**src/rtl/dual_pwm_pkg.sv**
```systemverilog
package dual_pwm_pkg;
  localparam int CNT_W  = 16;
  localparam int N_OUT  = 2;
  localparam int ADDR_W = 3;
  localparam int DATA_W = CNT_W;

  localparam int A_PERIOD = 0;
  localparam int A_MODE   = 1;
  localparam int A_DUTY0  = 2;
  localparam int A_START0 = A_DUTY0 + N_OUT;

  typedef enum logic [1:0] {
    ALN_LEFT   = 2'd0,
    ALN_RIGHT  = 2'd1,
    ALN_CENTER = 2'd2,
    ALN_VAR    = 2'd3
  } align_e;

  typedef struct packed {
    logic [CNT_W-1:0]            period;
    align_e                      mode;
    logic [N_OUT-1:0][CNT_W-1:0] duty;
    logic [N_OUT-1:0][CNT_W-1:0] start;
  } pwm_cfg_t;
endpackage

```
**src/rtl/pwm_timebase.sv**
```systemverilog
module pwm_timebase
  import dual_pwm_pkg::*;
(
  input  logic             clk_i,
  input  logic             rst_ni,
  input  logic             tick_i,
  input  logic             sync_rst_i,
  input  logic             center_i,
  input  logic [CNT_W-1:0] period_i,
  output logic [CNT_W-1:0] cnt_o,
  output logic             dir_down_o,
  output logic [CNT_W-1:0] pmax_o,
  output logic             pe_o
);
  logic at_end;

  assign pmax_o = (period_i == '0) ? '0 : period_i - 1'b1;
  assign at_end = center_i ? (dir_down_o && cnt_o == '0) : (cnt_o == pmax_o);
  assign pe_o   = tick_i & ~sync_rst_i & at_end;

  always_ff @(posedge clk_i or negedge rst_ni) begin
    if (!rst_ni) begin
      cnt_o      <= '0;
      dir_down_o <= 1'b0;
    end else if (sync_rst_i) begin
      cnt_o      <= '0;
      dir_down_o <= 1'b0;
    end else if (tick_i) begin
      if (!center_i) begin
        dir_down_o <= 1'b0;
        cnt_o      <= at_end ? '0 : cnt_o + 1'b1;
      end else if (!dir_down_o) begin
        // top of the up phase: hold one tick, then turn
        if (cnt_o >= pmax_o) dir_down_o <= 1'b1;
        else                 cnt_o      <= cnt_o + 1'b1;
      end else begin
        if (cnt_o == '0) dir_down_o <= 1'b0;
        else             cnt_o      <= cnt_o - 1'b1;
      end
    end
  end
endmodule

```
**src/rtl/pwm_chan_cmp.sv**
```systemverilog
module pwm_chan_cmp
  import dual_pwm_pkg::*;
(
  input  align_e           mode_i,
  input  logic [CNT_W-1:0] cnt_i,
  input  logic [CNT_W-1:0] period_i,
  input  logic [CNT_W-1:0] duty_i,
  input  logic [CNT_W-1:0] start_i,
  output logic             pwm_o
);
  logic [CNT_W:0] stop;

  assign stop = {1'b0, start_i} + {1'b0, duty_i};

  always_comb begin
    if (duty_i == '0)             pwm_o = 1'b0;
    else if (duty_i >= period_i)  pwm_o = 1'b1;
    else begin
      case (mode_i)
        ALN_LEFT:   pwm_o = cnt_i < duty_i;
        ALN_RIGHT:  pwm_o = cnt_i >= (period_i - duty_i);
        ALN_CENTER: pwm_o = cnt_i < duty_i;
        ALN_VAR:    pwm_o = (cnt_i >= start_i) && ({1'b0, cnt_i} < stop);
        default:    pwm_o = 1'b0;
      endcase
    end
  end
endmodule

```
**src/rtl/pwm_cfg_regs.sv**
```systemverilog
module pwm_cfg_regs
  import dual_pwm_pkg::*;
(
  input  logic              clk_i,
  input  logic              rst_ni,
  input  logic              wr_en_i,
  input  logic [ADDR_W-1:0] wr_addr_i,
  input  logic [DATA_W-1:0] wr_data_i,
  input  logic              load_req_i,
  input  logic              pe_i,
  output pwm_cfg_t          act_o,
  output logic              pend_o
);
  pwm_cfg_t shd;

  always_ff @(posedge clk_i or negedge rst_ni) begin
    if (!rst_ni) begin
      shd <= '0;
    end else if (wr_en_i) begin
      if (int'(wr_addr_i) == A_PERIOD) shd.period <= wr_data_i;
      if (int'(wr_addr_i) == A_MODE)   shd.mode   <= align_e'(wr_data_i[1:0]);
      for (int i = 0; i < N_OUT; i++) begin
        if (int'(wr_addr_i) == A_DUTY0 + i)  shd.duty[i]  <= wr_data_i;
        if (int'(wr_addr_i) == A_START0 + i) shd.start[i] <= wr_data_i;
      end
    end
  end

  always_ff @(posedge clk_i or negedge rst_ni) begin
    if (!rst_ni) begin
      act_o  <= '0;
      pend_o <= 1'b0;
    end else begin
      if (pe_i && pend_o) act_o <= shd;
      // a new request on the transfer edge stays pending
      pend_o <= load_req_i | (pend_o & ~pe_i);
    end
  end
endmodule

```
**src/rtl/dual_pwm_gen.sv**
```systemverilog
module dual_pwm_gen
  import dual_pwm_pkg::*;
(
  input  logic              clk_i,
  input  logic              rst_ni,
  input  logic              tick_i,
  input  logic              sync_rst_i,
  input  logic              wr_en_i,
  input  logic [ADDR_W-1:0] wr_addr_i,
  input  logic [DATA_W-1:0] wr_data_i,
  input  logic              load_req_i,
  output logic [N_OUT-1:0]  pwm_o,
  output logic              period_end_o
);
  pwm_cfg_t         act;
  logic             pend;
  logic [CNT_W-1:0] cnt;
  logic [CNT_W-1:0] pmax;
  logic             dir_down;

  pwm_cfg_regs u_regs (
    .clk_i     (clk_i),
    .rst_ni    (rst_ni),
    .wr_en_i   (wr_en_i),
    .wr_addr_i (wr_addr_i),
    .wr_data_i (wr_data_i),
    .load_req_i(load_req_i),
    .pe_i      (period_end_o),
    .act_o     (act),
    .pend_o    (pend)
  );

  pwm_timebase u_tb (
    .clk_i     (clk_i),
    .rst_ni    (rst_ni),
    .tick_i    (tick_i),
    .sync_rst_i(sync_rst_i),
    .center_i  (act.mode == ALN_CENTER),
    .period_i  (act.period),
    .cnt_o     (cnt),
    .dir_down_o(dir_down),
    .pmax_o    (pmax),
    .pe_o      (period_end_o)
  );

  for (genvar g = 0; g < N_OUT; g++) begin : g_out
    pwm_chan_cmp u_cmp (
      .mode_i  (act.mode),
      .cnt_i   (cnt),
      .period_i(act.period),
      .duty_i  (act.duty[g]),
      .start_i (act.start[g]),
      .pwm_o   (pwm_o[g])
    );
  end
endmodule

```
**config.mk**
```make
export PLATFORM = sky130hd
export DESIGN_NAME = dual_pwm_gen
export DESIGN_NICKNAME = d
export VERILOG_FILES = /design/src/rtl/dual_pwm_pkg.sv /design/src/rtl/pwm_timebase.sv /design/src/rtl/pwm_chan_cmp.sv /design/src/rtl/pwm_cfg_regs.sv /design/src/rtl/dual_pwm_gen.sv
export SDC_FILE = /design/constraint.sdc
export NUM_CORES = 1
export LEC_CHECK = 0
export ABC_AREA = 1
export CAP_MARGIN = 20
export CELL_PAD_IN_SITES_DETAIL_PLACEMENT = 1
export CELL_PAD_IN_SITES_GLOBAL_PLACEMENT = 2
export CORE_UTILIZATION = 34
export CTS_CLUSTER_DIAMETER = 200
export DETAILED_ROUTE_END_ITERATION = 7
export GPL_TIMING_DRIVEN = 0
export PLACE_DENSITY = 0.75
export SYNTH_ARGS = -nofsm -noshare
export SYNTH_HDL_FRONTEND = slang
export SYNTH_SLANG_ARGS = --single-unit
```
**constraint.sdc**
```tcl
create_clock -name clk_i -period 3.7 [get_ports clk_i]
set_input_delay 0.74 -clock clk_i [delete_from_list [all_inputs] [get_ports clk_i]]
set_output_delay 0.74 -clock clk_i [all_outputs]
set_load 0.005 [all_outputs]
```
==> run metrics <==
outcome=finished with violations; failing checks=setup timing; register area share after synthesis=31.7%; slew at the pin with the worst max-slew slack=1.03 ns; ANT cells=0; Final #Nets=2281; Clock transition at path regs=0.08 ns; Final Hold Fails=0; final slew viol count=0; Starting Density=34.8%; # clock sinks=182; MaxCap Viol Count=0; Synth Instances=1898; Clock Path Buffers=2; residual DRC count=0; Leak=9.13 nW; Die Wd=207 um; Layout Skew=0.0165 ns; total track usage=23.3%; first-pass GRT wire length=77300 um; Critical Path Start=u_regs.act_o[66]$_DFFE_PN0P_; Peak VDD IR=0.000374 V; CTS HTree Levels=4; Syn Nets=2135; Worst R2R Start=u_regs.act_o[66]$_DFFE_PN0P_; Yosys cell types=48; RD Place Congestion=0.833; TritonCTS buffer count=17; Final Util=43.6%; unrepaired setup endpoints after global routing=yes; Pre-antenna DRT Iters=5; startpoint types=flip-flop; final setup vio count=85; Data arrival, critical path=3.69 ns; post-route setup slack=-0.728 ns; fin area=17900 um2; period utilisation layout=120%; multi-input combinational cell area=9580 um2; Synth warnings=0; Worst R2R End=u_regs.act_o[49]$_DFFE_PN0P_; Reg2Reg Setup Slack=-0.14 ns; crit-path max FO=4; Setup TNS=-8.98 ns; Final ANT Viol Nets=0; area delta synth->final=25.1%; Clock Latency Late Sink=0.46 ns; detailed router's first-iteration violation count=551; CP Capture Type=output pin; initial antenna violation count=0; number of flops mapped to enable cells by yosys=0; Clk pwr share=23.0%; dpl cells=2458; Reg power frac=29.6%; Via Count=13419; Root Buffer=clkbuf_16; top cell type's share of synthesized area=31.7%; Yosys reg bits=182; switch share=40.4%; normalized max-slew margin=31.6%; CTS tree=done; Gate power share=47.4%; GR Overflow Total=0; area leader, netlist=dfrtp_1; post-DP HPWL=37300 um; Final Non-Filler Cells=2589; Worst R2R Path Depth=25; row count=74; Syn Area/Cell=7.56 um2; DP Area=15300 um2; Sw Pwr=0.00344 W; drt wl/cell=19.8 um; die area=43000 um2; Routed WL=51200 um; dominant synthesized flop cell=dfrtp_1; Core Area=41200 um2; vias per cell=5.18; vias in the first global route=13776; Max Fclk=226 MHz; largest net degree at the start of global routing=93; Die H=207 um; IO Pins=28; Fillers=4994; I/O Buffers=27; Post-Syn Area=14300 um2; Int Pwr=0.00507 W; CP Data Required Time=2.96 ns; post-layout minimum cycle time=4.43 ns; Async SR Flop Fraction=100%; Power Density=474 nW/um2; top cells by area, synth=dfrtp_1 32%, ha_1 18%, nand2_1 14%, nand3_1 6.0%, inv_1 5.1%; CP Class=flip-flop to output pin; HP Class=input pin to async pin; share of cells above drive strength 1=17.8%; Register Area=4570 um2
layout make-up:
cell class / instances / area share (%)
Tap cell: 532 / 3.71
Buffer: 50 / 2.24
Sequential cell: 182 / 25.5
Clock inverter: 14 / 1.01
Multi-Input combinational cell: 1461 / 53.4
Timing Repair Buffer: 127 / 7.42
Inverter: 205 / 4.33
Clock buffer: 18 / 2.45
through the flow:
stage                     worst slack [ns]  total power [W]  hold slack, ns
final                               -0.728          0.00851           0.243
after detailed placement             -1.78          0.00559           0.473
after CTS                           -0.879          0.00804           0.307
after global routing                 -1.01          0.00914           0.314
after global placement               -6.16          0.00545           0.466
after floorplan                     0.0135          0.00468           0.444
critical path, stage by stage (launching register included):
cell and delay [ns]:
dfrtp_1 0.42, inv_2 0.07, buf_6 0.12, buf_6 0.12, nand2_2 0.09, nor3_2 0.05, buf_4 0.14, buf_4 0.12
buf_4 0.12, buf_4 0.13, buf_4 0.13, buf_4 0.13, or2_2 0.28, nand3_1 0.13, ha_4 0.16, nand3_4 0.09
nor4_4 0.28, nand2_1 0.14, a21boi_4 0.17, buf_12 0.14, buf_8 0.10, buf_6 0.08
cell families (layout without fill, tap and decap cells):
| group | after synthesis | after routing | synth area share [%] |
|---|---|---|---|
| and+or+nand+nor | 839 | 841 | 24.9 |
| AOI/OAI and AO/OA | 329 | 329 | 12.5 |
| buffers and inverters | 257 | 414 | 7.32 |
| adders and majority gates | 212 | 212 | 18.7 |
| DFF | 182 | 182 | 31.7 |
| xor gates and xnor gates | 78 | 78 | 4.76 |
| muxes | 1 | 1 | 0.0698 |
cell usage after synthesis, drive strengths merged, types with 12 or more instances:
cell,n
nand4,14
a21o,12
nand2,520
dfrtp,182
ha,208
o21ai,144
nor4,15
xnor2,34
buf,23
a21oi,125
nor3,25
inv,204
xor2,44
clkbuf,29
nor2,78
nand3,173
power groups by stage:
stage / clock (W) / sequential [W] / combinational (W)
6_report: 0.00196 / 0.00252 / 0.00403
5_1_grt: 0.00207 / 0.00254 / 0.00454
3_5_place_dp: 0 / 0.00253 / 0.00305
4_1_cts: 0.00201 / 0.00249 / 0.00354
3_3_place_gp: 0 / 0.00253 / 0.00292
2_1_floorplan: 0 / 0.00240 / 0.00228
flip-flops by register name, summed over array words and instances (netlist names):
name             count
u_regs.act_o        82
u_regs.pend_o        1
u_tb.dir_down_o      1
u_regs.shd          82
u_tb.cnt_o          16
per-layer routing:
| metal | GRT usage, % | vias up | share of wire (%) |
|---|---|---|---|
| met5 | 0 | - | 0 |
| met3 | 2.38 | 72 | 1.8 |
| met2 | 37.9 | 150 | 46 |
| met1 | 31.9 | 6550 | 48 |
| met4 | 8.62 | 0 | 3.6 |
| li1 | - | 6647 | - |
placed cells by master, fill, tap and decap left out, types with 6 or more instances in the layout:
| cell type | instances |
|---|---|
| nand2_4 | 6 |
| clkbuf_16 | 29 |
| clkdlybuf4s50_1 | 23 |
| xor2_1 | 43 |
| o21a_1 | 6 |
| a21oi_1 | 115 |
| buf_6 | 14 |
| nor4_1 | 12 |
| nand2_1 | 464 |
| nor2_1 | 69 |
| a21oi_2 | 8 |
| ha_1 | 192 |
| inv_2 | 21 |
| nand2_2 | 49 |
| dfrtp_2 | 14 |
| buf_4 | 77 |
| or2_2 | 7 |
| a31oi_1 | 7 |
| xnor2_1 | 33 |
| a21o_1 | 12 |
| dfrtp_1 | 168 |
| nand4_1 | 14 |
| inv_1 | 180 |
| o22ai_1 | 8 |
| buf_8 | 15 |
| nand3_2 | 28 |
| nor3_1 | 17 |
| o21ai_2 | 11 |
| o21ai_0 | 121 |
| ha_4 | 14 |
| nand3_1 | 141 |
| o21ai_1 | 12 |
| clkbuf_1 | 29 |
worst max path at each step:
stage                                       to  slack, ns  cells past startpoint
floorplan                             pwm_o[0]       0.01                     22
global placement    u_regs.shd[29]$_DFFE_PN0P_      -6.16                      1
detailed placement                period_end_o      -1.78                     17
CTS                                   pwm_o[1]      -0.88                     24
global route                          pwm_o[1]      -1.01                     20
finish                            period_end_o      -0.73                     21
timing repair:
item                                    in CTS  in global routing
cloned                                       0                 14
pin swaps                                   56                 85
hold buffers                                 0                  0
endpoints found under the setup margin     103                102
buffers inserted                            52                 36
resized for setup                          100                188
(Power assumes the default switching activity.)
